**src/rtl/ext_evt_pkg.sv**
```systemverilog
package ext_evt_pkg;

  typedef enum logic [1:0] {
    REG_ENABLE = 2'd0,
    REG_FACTOR = 2'd1,
    REG_ROUTE  = 2'd2,
    REG_DETECT = 2'd3
  } regAddr_e;

  typedef enum logic [1:0] {
    DET_HIGH = 2'd0,
    DET_LOW  = 2'd1,
    DET_RISE = 2'd2,
    DET_FALL = 2'd3
  } detMode_e;

  // write strobes from control to datapath
  typedef struct packed {
    logic enableWr;
    logic factorWr;
    logic routeWr;
    logic detectWr;
  } regStrobe_t;

endpackage

```
**src/rtl/ext_evt_sync.sv**
```systemverilog
module ext_evt_sync #(
  parameter int WIDTH  = 8,
  parameter int STAGES = 2
) (
  input  logic             clk,
  input  logic             rstN,
  input  logic [WIDTH-1:0] din,
  output logic [WIDTH-1:0] dout
);

  logic [WIDTH-1:0] stage [STAGES];

  always_ff @(posedge clk or negedge rstN) begin
    if (!rstN) begin
      for (int s = 0; s < STAGES; s++) stage[s] <= '0;
    end else begin
      stage[0] <= din;
      for (int s = 1; s < STAGES; s++) stage[s] <= stage[s-1];
    end
  end

  assign dout = stage[STAGES-1];

endmodule

```
**src/rtl/ext_evt_ctl.sv**
```systemverilog
module ext_evt_ctl
  import ext_evt_pkg::*;
#(
  parameter int NUM_CH      = 8,
  parameter int MASK_CYCLES = 3
) (
  input  logic              clk,
  input  logic              rstN,
  input  logic              wrEn,
  input  logic [1:0]        addr,
  input  logic [NUM_CH-1:0] xferAck,
  output regStrobe_t        strobe,
  output logic [NUM_CH-1:0] maskBusy
);

  localparam int CNT_W = (MASK_CYCLES < 1) ? 1 : $clog2(MASK_CYCLES + 1);

  always_comb begin
    strobe.enableWr = wrEn && (addr == REG_ENABLE);
    strobe.factorWr = wrEn && (addr == REG_FACTOR);
    strobe.routeWr  = wrEn && (addr == REG_ROUTE);
    strobe.detectWr = wrEn && (addr == REG_DETECT);
  end

  // per-channel blind window after a transfer start
  for (genvar i = 0; i < NUM_CH; i++) begin : g_mask
    logic [CNT_W-1:0] maskCnt;

    always_ff @(posedge clk or negedge rstN) begin
      if (!rstN)                maskCnt <= '0;
      else if (xferAck[i])      maskCnt <= CNT_W'(MASK_CYCLES);
      else if (maskCnt != '0)   maskCnt <= maskCnt - 1'b1;
    end

    assign maskBusy[i] = (maskCnt != '0);
  end

endmodule

```
**src/rtl/ext_evt_datapath.sv**
```systemverilog
module ext_evt_datapath
  import ext_evt_pkg::*;
#(
  parameter  int NUM_CH = 8,
  localparam int DATA_W = 2 * NUM_CH
) (
  input  logic              clk,
  input  logic              rstN,
  input  regStrobe_t        strobe,
  input  logic [1:0]        addr,
  input  logic [DATA_W-1:0] wrData,
  input  logic [NUM_CH-1:0] pinSync,
  input  logic [NUM_CH-1:0] maskBusy,
  input  logic [NUM_CH-1:0] xferAck,
  output logic [DATA_W-1:0] rdData,
  output logic [NUM_CH-1:0] irqReq,
  output logic [NUM_CH-1:0] xferReq,
  output logic [NUM_CH-1:0] factorQ
);

  logic [NUM_CH-1:0] enableQ;
  logic [NUM_CH-1:0] routeQ;
  logic [DATA_W-1:0] detectQ;
  logic [NUM_CH-1:0] prevSync;

  always_ff @(posedge clk or negedge rstN) begin
    if (!rstN) begin
      enableQ  <= '0;
      routeQ   <= '0;
      detectQ  <= '0;
      prevSync <= '0;
    end else begin
      prevSync <= pinSync;
      if (strobe.enableWr) enableQ <= wrData[NUM_CH-1:0];
      if (strobe.routeWr)  routeQ  <= wrData[NUM_CH-1:0];
      if (strobe.detectWr) detectQ <= wrData;
    end
  end

  for (genvar i = 0; i < NUM_CH; i++) begin : g_ch
    logic     hit;
    logic     facBit;
    detMode_e mode;

    assign mode = detMode_e'(detectQ[2*i +: 2]);

    always_comb begin
      unique case (mode)
        DET_HIGH: hit =  pinSync[i];
        DET_LOW:  hit = ~pinSync[i];
        DET_RISE: hit =  pinSync[i] & ~prevSync[i];
        DET_FALL: hit = ~pinSync[i] &  prevSync[i];
        default:  hit = 1'b0;
      endcase
    end

    // acknowledge beats detection, detection beats a software clear
    always_ff @(posedge clk or negedge rstN) begin
      if (!rstN)                                 facBit <= 1'b0;
      else if (xferAck[i])                       facBit <= 1'b0;
      else if (hit && !maskBusy[i])              facBit <= 1'b1;
      else if (strobe.factorWr && !wrData[i])    facBit <= 1'b0;
    end

    assign factorQ[i] = facBit;
    assign irqReq[i]  = facBit & enableQ[i] & ~routeQ[i];
    assign xferReq[i] = facBit & enableQ[i] &  routeQ[i];
  end

  always_comb begin
    rdData = '0;
    unique case (regAddr_e'(addr))
      REG_ENABLE: rdData[NUM_CH-1:0] = enableQ;
      REG_FACTOR: rdData[NUM_CH-1:0] = factorQ;
      REG_ROUTE:  rdData[NUM_CH-1:0] = routeQ;
      REG_DETECT: rdData             = detectQ;
      default:    rdData             = '0;
    endcase
  end

endmodule

```
**src/rtl/ext_event_detector.sv**
```systemverilog
module ext_event_detector
  import ext_evt_pkg::*;
#(
  parameter  int NUM_CH      = 8,
  parameter  int SYNC_STAGES = 2,
  parameter  int MASK_CYCLES = 3,
  localparam int DATA_W      = 2 * NUM_CH
) (
  input  logic              clk,
  input  logic              rstN,
  input  logic [NUM_CH-1:0] pinIn,
  input  logic              wrEn,
  input  logic [1:0]        addr,
  input  logic [DATA_W-1:0] wrData,
  output logic [DATA_W-1:0] rdData,
  input  logic [NUM_CH-1:0] xferAck,
  output logic [NUM_CH-1:0] irqReq,
  output logic [NUM_CH-1:0] xferReq
);

  regStrobe_t        strobe;
  logic [NUM_CH-1:0] maskBusy;
  logic [NUM_CH-1:0] pinSync;
  logic [NUM_CH-1:0] factorQ;

  ext_evt_sync #(.WIDTH(NUM_CH), .STAGES(SYNC_STAGES)) u_sync (
    .clk  (clk),
    .rstN (rstN),
    .din  (pinIn),
    .dout (pinSync)
  );

  ext_evt_ctl #(.NUM_CH(NUM_CH), .MASK_CYCLES(MASK_CYCLES)) u_ctl (
    .clk      (clk),
    .rstN     (rstN),
    .wrEn     (wrEn),
    .addr     (addr),
    .xferAck  (xferAck),
    .strobe   (strobe),
    .maskBusy (maskBusy)
  );

  ext_evt_datapath #(.NUM_CH(NUM_CH)) u_dp (
    .clk      (clk),
    .rstN     (rstN),
    .strobe   (strobe),
    .addr     (addr),
    .wrData   (wrData),
    .pinSync  (pinSync),
    .maskBusy (maskBusy),
    .xferAck  (xferAck),
    .rdData   (rdData),
    .irqReq   (irqReq),
    .xferReq  (xferReq),
    .factorQ  (factorQ)
  );

endmodule

```
**config.mk**
```make
export PLATFORM = sky130hd
export DESIGN_NAME = ext_event_detector
export DESIGN_NICKNAME = d
export VERILOG_FILES = /design/src/rtl/ext_evt_pkg.sv /design/src/rtl/ext_evt_sync.sv /design/src/rtl/ext_evt_ctl.sv /design/src/rtl/ext_evt_datapath.sv /design/src/rtl/ext_event_detector.sv
export SDC_FILE = /design/constraint.sdc
export NUM_CORES = 1
export LEC_CHECK = 0
export BUFFER_PORTS_ARGS = -buffer_cell sky130_fd_sc_hd__buf_2
export CAP_MARGIN = 10
export CORE_UTILIZATION = 40
export DETAILED_ROUTE_END_ITERATION = 7
export HOLD_SLACK_MARGIN = 0.15
export PLACE_DENSITY = 0.73
export SYNTH_ARGS = -nofsm -noshare
export SYNTH_HDL_FRONTEND = slang
export SYNTH_SLANG_ARGS = --single-unit
```
**constraint.sdc**
```tcl
create_clock -name clk -period 1.2 [get_ports clk]
set_clock_uncertainty 0.05 [all_clocks]
set_input_delay 0 -clock clk [delete_from_list [all_inputs] [get_ports clk]]
set_output_delay 0 -clock clk [all_outputs]
set_load 0.01 [all_outputs]
```
==> Flow_metrics.wiki, run 1 <==
{| class="wikitable"
! Metric !! Value
|-
| TritonCTS buffer count || 9
|-
| Final estimated routing congestion in global placement || 0.718
|-
| Net count reported at finish || 458
|-
| Top achievable clock speed || 679 MHz
|-
| Total power || 7.63 mW
|-
| Largest net degree at the start of global routing || 81
|-
| Unrepaired setup endpoints after global routing || yes
|-
| VDD IR-drop max || 755 uV
|-
| Post-synth EDFFs || 0
|-
| Slew @ Worst Pin || 422 ps
|-
| #FFs+latches synth || 80
|-
| Number of design-rule violations left by the first detailed-router iteration || 98
|-
| Pins over their slew limit || 0
|-
| Average via count per standard cell || 4.92
|-
| H-Tree Level Count || 3
|-
| Largest fanout on the critical path || 4
|-
| Clock period minus final worst setup slack || 1470 ps
|-
| Post-route antenna net violation count || 0
|-
| Critical path class || flip-flop to primary output
|-
| Share of the synthesized area in the top cell type || 56.6%
|-
| Number of rows created at floorplan || 33
|-
| Overall fraction of global-route tracks in use || 17.9%
|-
| Worst max-slew margin expressed relative to the limit || 71.9%
|-
| Die area || 0.00922 sq mm
|-
| CP Data Arrival Time || 1420 ps
|-
| Required arrival time at the worst endpoint || 1150 ps
|-
| Tightest hold margin || 152 ps
|-
| Worst hold-check path type || input port to asynchronous set/reset pin
|-
| Part of the cycle the worst path needs || 123%
|-
| Fraction of registers with async set or reset after synthesis || 100%
|-
| Top flip-flop cell by instance count after synthesis || dfrtp_1
|-
| Critical Path Start Type || flip-flop
|-
| Leading cell types by total area after synthesis || dfrtp_1 (57%), mux2_2 (10%), mux4_1 (4.5%), xor2_1 (3.7%), and3_1 (2.8%)
|-
| Die boundary height || 96.0 um
|-
| Total number of vias || 2579
|-
| Clock root buffer || clkbuf_8
|-
| Filler instances || 653
|-
| Wirelength per Cell || 14.7 um
|-
| Core area || 0.00838 sq mm
|-
| First-pass GRT wire length || 12200 um
|-
| Mean area per synthesized cell || 13.2 sq um
|-
| Detailed-router iteration count before antenna repair || 4
|-
| Most area-hungry cell type in the Yosys netlist || dfrtp_1
|-
| Final routed DRC violation total || 0
|-
| Half-perimeter wire length after placement || 4880 um
|-
| Area taken by multi-input logic gates || 0.00154 sq mm
|-
| Synthesized instance count || 267
|-
| Max-cap viol count || 0
|-
| Final standard cell count with taps included and fillers excluded || 524
|-
| Placement Setup Slack || 27.0 ps
|-
| Number of global-route vias before repair || 2697
|-
| Worst skew pair latency || 360 ps
|-
| Max clock buf depth || 2
|-
| Nets in the synthesized netlist || 312
|-
| Post-synthesis sequential area ratio || 56.6%
|-
| Number of warnings reported in the yosys synthesis log || 0
|-
| Result of the run || finished, violations left
|-
| Clock edge transition at the registers on the reported setup and hold paths || 80 ps
|-
| Fraction of final layout cells sized beyond drive strength 1 || 46.7%
|-
| Total I/O pin count || 69
|-
| Count leader, synth || dfrtp_1
|-
| Port Buf Inserts || 68
|-
| Total overflow reported by the global router || 0
|-
| Worst setup EP type || primary output
|-
| Reg2reg setup slack || 40 ps
|-
| Number of placed instances with taps included || 451
|-
| Leakage power figure || 2.45 nW
|-
| Width of the die || 96.0 um
|-
| Crit path setup slack, layout || -274 ps
|-
| TritonCTS clock tree || built
|-
| Total number of clock tree sinks || 80
|-
| Violated checks || setup timing
|-
| Post-synthesis cell area || 0.00354 sq mm
|-
| Initial core utilization || 42.2%
|-
| Number of hold-slack violations in the final timing report || 0
|-
| Final Setup Violations || 16
|-
| List of most frequent post-synthesis cells || dfrtp_1 (80), mux2_2 (32), inv_1 (19), and3_1 (16)
|-
| Cell variety after synth || 30
|-
| PD cells || 1490 mW/mm^2
|-
| Number of antenna violations at the first check in global routing || 1
|-
| Post-synthesis to final-layout area growth || 45.2%
|-
| Overall routed net length || 7700 um
|-
| Sequential cell area || 0.00200 sq mm
|}
[layout make-up]
| cell class | count | area share [%] |
|---|---|---|
| diodes | 1 | 0.0487 |
| clock buffers | 14 | 3.36 |
| clock inverters | 2 | 1.17 |
| inverters | 19 | 1.39 |
| multi-input cells | 163 | 30.0 |
| flip-flops and latches | 80 | 39.0 |
| well taps | 105 | 2.56 |
| repair buffers | 140 | 22.5 |
[power by group]
group	leakage (nW)	total (mW)	switching (mW)	internal, mW
logic	1.40	1.98	0.823	1.15
registers	0.935	3.39	0.278	3.11
clock network	0.117	2.27	0.925	1.34
total	2.45	7.63	2.03	5.61
[final timing paths]
| check | startpoint | end | cells past startpoint |
|---|---|---|---|
| worst max register to register | u_ctl.g_mask[2].maskCnt[0] | u_ctl.g_mask[2].maskCnt[1] | 4 |
| worst max-delay path | u_dp.g_ch[5].facBit | rdData[5] | 2 |
| max in group asynchronous | rstN | u_ctl.g_mask[6].maskCnt[1] | 3 |
| worst min register to register | u_sync.stage[9] | u_sync.dout[1] | 0 |
| min in group clk | wrEn | u_dp.routeQ[6] | 3 |
| worst min-delay path | rstN | u_sync.dout[4] | 3 |
[timing repair]
item | CTS | global route
hold endpoints to repair | 144 | 0
setup endpoints to repair | 15 | 34
cloned | 0 | 0
gates resized for setup | 33 | 42
pin swaps | 1 | 5
hold buffers | 33 | 0
buffers inserted | 17 | 9
[registers in the layout (all words and copies together) (netlist names)]
| signal | cells |
|---|---|
| u_dp.g_ch.facBit | 8 |
| u_dp.routeQ | 8 |
| u_dp.enableQ | 8 |
| u_ctl.g_mask.maskCnt | 16 |
| u_dp.prevSync | 8 |
| u_sync.stage | 8 |
| u_sync.dout | 8 |
| u_dp.detectQ | 16 |
[cell usage in the layout (no fill, tap or decap), drive strengths merged]
master       synthesis  layout
nand3                1       1
dfrtp               80      80
dlygate4sd3          0      33
mux2i                1       1
o21ai                8       8
nand3b               2       2
o2bb2ai              4       4
nor2b                2       2
nor2                15      15
nand2               13      13
o22ai                1       1
a211o                7       7
mux2                32      32
clkbuf               2      14
o211ai               3       3
or2                  1       1
xor2                15      15
bufinv               0       2
xnor2                7       7
and3                16      16
a21oi                3       3
a22oi                1       1
mux4                 8       8
ha                   8       8
inv                 19      19
diode                0       1
buf                  3     107
nor3b                5       5
nand2b              10      10
[critical path, cell delays in order (launching register included)]
cell	delay, ps
dfrtp_1	420
mux4_2	500
buf_6	140
[per-layer routing]
metal	up-vias	part of all wire, %	GRT usage (%)
met5	-	0	0
met4	0	1.7	7.59
met3	13	4.6	5.53
met2	61	53	31.2
met1	1287	40	20.2
li1	1218	-	-
[metrics by stage]
stage | instance area [sq um] | util (%) | TNS [ps]
floorplan | 3540 | - | 0
global placement | 4120 | 49.1 | 0
detailed placement | 4120 | 49.1 | 0
CTS | 4900 | 58.5 | -2150
global route | 5130 | 61.2 | -2930
finish | 5130 | 61.2 | -2220
[cells by family (layout without fill, tap and decap cells)]
group,after synthesis,in the layout,synth area share [%]
other cells,0,1,0
fa+ha+maj,8,8,2.83
simple gates,65,65,10.5
flops,80,80,56.6
xor+xnor,22,22,5.45
mux,41,41,16.2
compound gates,27,27,5.31
buf+inv,24,175,3.08
(Power assumes the default switching activity.)
==> run 2: changes to the inputs <==
--- a/config.mk
+++ b/config.mk
@@ -7,10 +7,10 @@
 export LEC_CHECK = 0
 export BUFFER_PORTS_ARGS = -buffer_cell sky130_fd_sc_hd__buf_2
 export CAP_MARGIN = 10
-export CORE_UTILIZATION = 40
+export CORE_UTILIZATION = 36
 export DETAILED_ROUTE_END_ITERATION = 7
 export HOLD_SLACK_MARGIN = 0.15
-export PLACE_DENSITY = 0.73
+export PLACE_DENSITY = 0.68
 export SYNTH_ARGS = -nofsm -noshare
 export SYNTH_HDL_FRONTEND = slang
 export SYNTH_SLANG_ARGS = --single-unit
==> Flow_metrics.wiki, run 2 (synthesis gave the netlist of run 1 again) <==
{| class="wikitable"
! Metric !! Value
|-
| First-pass GRT wire length || 12400 um (was 12200 um)
|-
| Number of hold-slack violations in the final timing report || 0 (unchanged)
|-
| Required arrival time at the worst endpoint || 1150 ps (about the same)
|-
| Net count reported at finish || 469 (was 458)
|-
| R2r startpoint || u_ctl.g_mask[7].maskCnt[0] (was u_ctl.g_mask[2].maskCnt[0])
|-
| Number of rows created at floorplan || 35 (was 33)
|-
| CP Data Arrival Time || 1380 ps (was 1420 ps)
|-
| Worst max-slew margin expressed relative to the limit || 72.9% (was 71.9%)
|-
| Crit path setup slack, layout || -235 ps (was -274 ps)
|-
| Final routed DRC violation total || 0 (unchanged)
|-
| Die area || 0.0102 sq mm (was 0.00922 sq mm)
|-
| Number of global-route vias before repair || 2588 (was 2697)
|-
| Area taken by multi-input logic gates || 0.00150 sq mm (was 0.00154 sq mm)
|-
| Part of the cycle the worst path needs || 120% (was 123%)
|-
| Post-route antenna net violation count || 0 (unchanged)
|-
| Number of cells traversed by the worst register-to-register path || 4 (unchanged)
|-
| Clock root buffer || clkbuf_8 (unchanged)
|-
| Worst setup EP type || primary output (unchanged)
|-
| Initial core utilization || 37.7% (was 42.2%)
|-
| Slew @ Worst Pin || 407 ps (was 422 ps)
|-
| Width of the die || 101 um (was 96.0 um)
|-
| Commonest non-fill, non-tap cells in the layout || dfrtp_1 (80), buf_2 (51), buf_6 (34) (was dfrtp_1 (80), buf_2 (49), dlygate4sd3_1 (33))
|-
| Clock edge transition at the registers on the reported setup and hold paths || 80 ps (about the same)
|-
| Overall routed net length || 7820 um (was 7700 um)
|-
| Placement Setup Slack || -42.4 ps (was 27.0 ps)
|-
| Worst hold-check path type || input port to asynchronous set/reset pin (unchanged)
|-
| Pins over their slew limit || 0 (unchanged)
|-
| Detailed-router iteration count before antenna repair || 4 (unchanged)
|-
| Total I/O pin count || 69 (unchanged)
|-
| Total number of clock tree sinks || 80 (unchanged)
|-
| Clock period minus final worst setup slack || 1430 ps (was 1470 ps)
|-
| Number of design-rule violations left by the first detailed-router iteration || 115 (was 98)
|-
| Tightest hold margin || 71.7 ps (was 152 ps)
|-
| Leakage power figure || 2.48 nW (was 2.45 nW)
|-
| TNS Setup || -1870 ps (was -2220 ps)
|-
| Fraction of final layout cells sized beyond drive strength 1 || 46.6% (was 46.7%)
|-
| Number of buffers added to fix hold violations after cts || 33 (unchanged)
|-
| Post-synthesis to final-layout area growth || 46.6% (was 45.2%)
|-
| Final Setup Violations || 11 (was 16)
|-
| Violated checks || setup timing (unchanged)
|-
| PD cells || 1450 mW/mm^2 (was 1490 mW/mm^2)
|-
| Largest net degree at the start of global routing || 28 (was 81)
|-
| VDD IR-drop max || 746 uV (was 755 uV)
|-
| Critical Path Start Type || flip-flop (unchanged)
|-
| Core area || 0.00937 sq mm (was 0.00838 sq mm)
|-
| Worst Setup SP || u_dp.detectQ[2] (was u_dp.g_ch[5].facBit)
|-
| TritonCTS buffer count || 9 (unchanged)
|-
| Most frequent standard cell in the layout excluding fill and tap cells || dfrtp_1 (unchanged)
|-
| Number of antenna violations at the first check in global routing || 0 (was 1)
|-
| Max-cap viol count || 0 (unchanged)
|-
| Antenna diode instance count || 0 (was 1)
|-
| End of the critical path || rdData[2] (was rdData[5])
|-
| Result of the run || finished, violations left (unchanged)
|-
| Top achievable clock speed || 697 MHz (was 679 MHz)
|-
| Total overflow reported by the global router || 0 (unchanged)
|-
| Total number of vias || 2567 (was 2579)
|-
| TritonCTS clock tree || built (unchanged)
|-
| Overall fraction of global-route tracks in use || 16.1% (was 17.9%)
|-
| Max clock buf depth || 2 (unchanged)
|-
| Largest regs || u_ctl.g_mask.maskCnt x16, u_dp.detectQ x16 (unchanged)
|-
| Endpoint of the lowest-slack register-to-register path || u_ctl.g_mask[7].maskCnt[1] (was u_ctl.g_mask[2].maskCnt[1])
|-
| Worst skew pair latency || 340 ps (was 360 ps)
|-
| Average via count per standard cell || 4.62 (was 4.92)
|-
| Wirelength per Cell || 14.1 um (was 14.7 um)
|-
| Port Buf Inserts || 68 (unchanged)
|-
| Die boundary height || 101 um (was 96.0 um)
|-
| Unrepaired setup endpoints after global routing || yes (unchanged)
|-
| Largest fanout on the critical path || 2 (was 4)
|-
| Sequential cell area || 0.00200 sq mm (unchanged)
|-
| H-Tree Level Count || 3 (unchanged)
|-
| Final estimated routing congestion in global placement || 0.733 (was 0.718)
|-
| Half-perimeter wire length after placement || 5120 um (was 4880 um)
|-
| Critical path class || flip-flop to primary output (unchanged)
|-
| Reg2reg setup slack || 50 ps (was 40 ps)
|-
| Filler instances || 839 (was 653)
|}
## run 2: metal layers
| layer | global-route usage [%] | vias to the layer above | share of wire [%] |
|---|---|---|---|
| li1 | - | 1243 | - |
| met1 | 19.2 | 1257 | 43 |
| met2 | 28.5 | 57 | 52 |
| met3 | 3.40 | 10 | 3.3 |
| met4 | 5.69 | 0 | 1.2 |
| met5 | 0 | - | 0 |
## run 2: worst min-delay path by stage
stage                     startpoint                         end
final                           rstN            u_dp.prevSync[4]
after global routing            rstN            u_dp.prevSync[4]
after CTS                       rstN            u_dp.prevSync[4]
after detailed placement        rstN              u_sync.dout[4]
after global placement          rstN              u_sync.dout[4]
after floorplan                 rstN  u_ctl.g_mask[0].maskCnt[0]
## run 2: final cells by class
cell class	instances	area share (%)
Clock buffer	10	2.66
Clock inverter	4	1.35
Inverter	19	1.38
Multi-Input combinational cell	163	28.9
Sequential cell	80	38.6
Tap cell	129	3.11
Timing Repair Buffer	151	23.9
## run 2: critical path, stage by stage, from the launching register on
cell and delay (ps):
dfrtp_1 400, mux4_2 510, buf_6 140
## run 2: power breakdown
part / internal [mW] / switching [mW] / total, mW / leakage [nW]
Clock: 1.20 / 0.896 / 2.09 / 0.108
Sequential: 3.11 / 0.274 / 3.38 / 0.935
Combinational: 1.21 / 0.813 / 2.02 / 1.43
## run 2: timing repair
| item | CTS | global route |
|---|---|---|
| buffers inserted | 26 | 16 |
| pin swaps | 2 | 8 |
| endpoints found under the hold margin | 144 | 24 |
| setup endpoints to repair | 13 | 30 |
| resized for setup | 34 | 38 |
## run 2: through the flow
| stage | instances | area [sq um] | power, mW | utilization [%] |
|---|---|---|---|---|
| after global routing | 556 | 5180 | 7.95 | 55.3 |
| after global placement | 475 | 4150 | 4.75 | 44.3 |
| after floorplan | 267 | 3540 | 4.33 | - |
| after detailed placement | 475 | 4150 | 4.85 | 44.3 |
| final | 556 | 5180 | 7.50 | 55.3 |
| after CTS | 547 | 4980 | 7.39 | 53.2 |
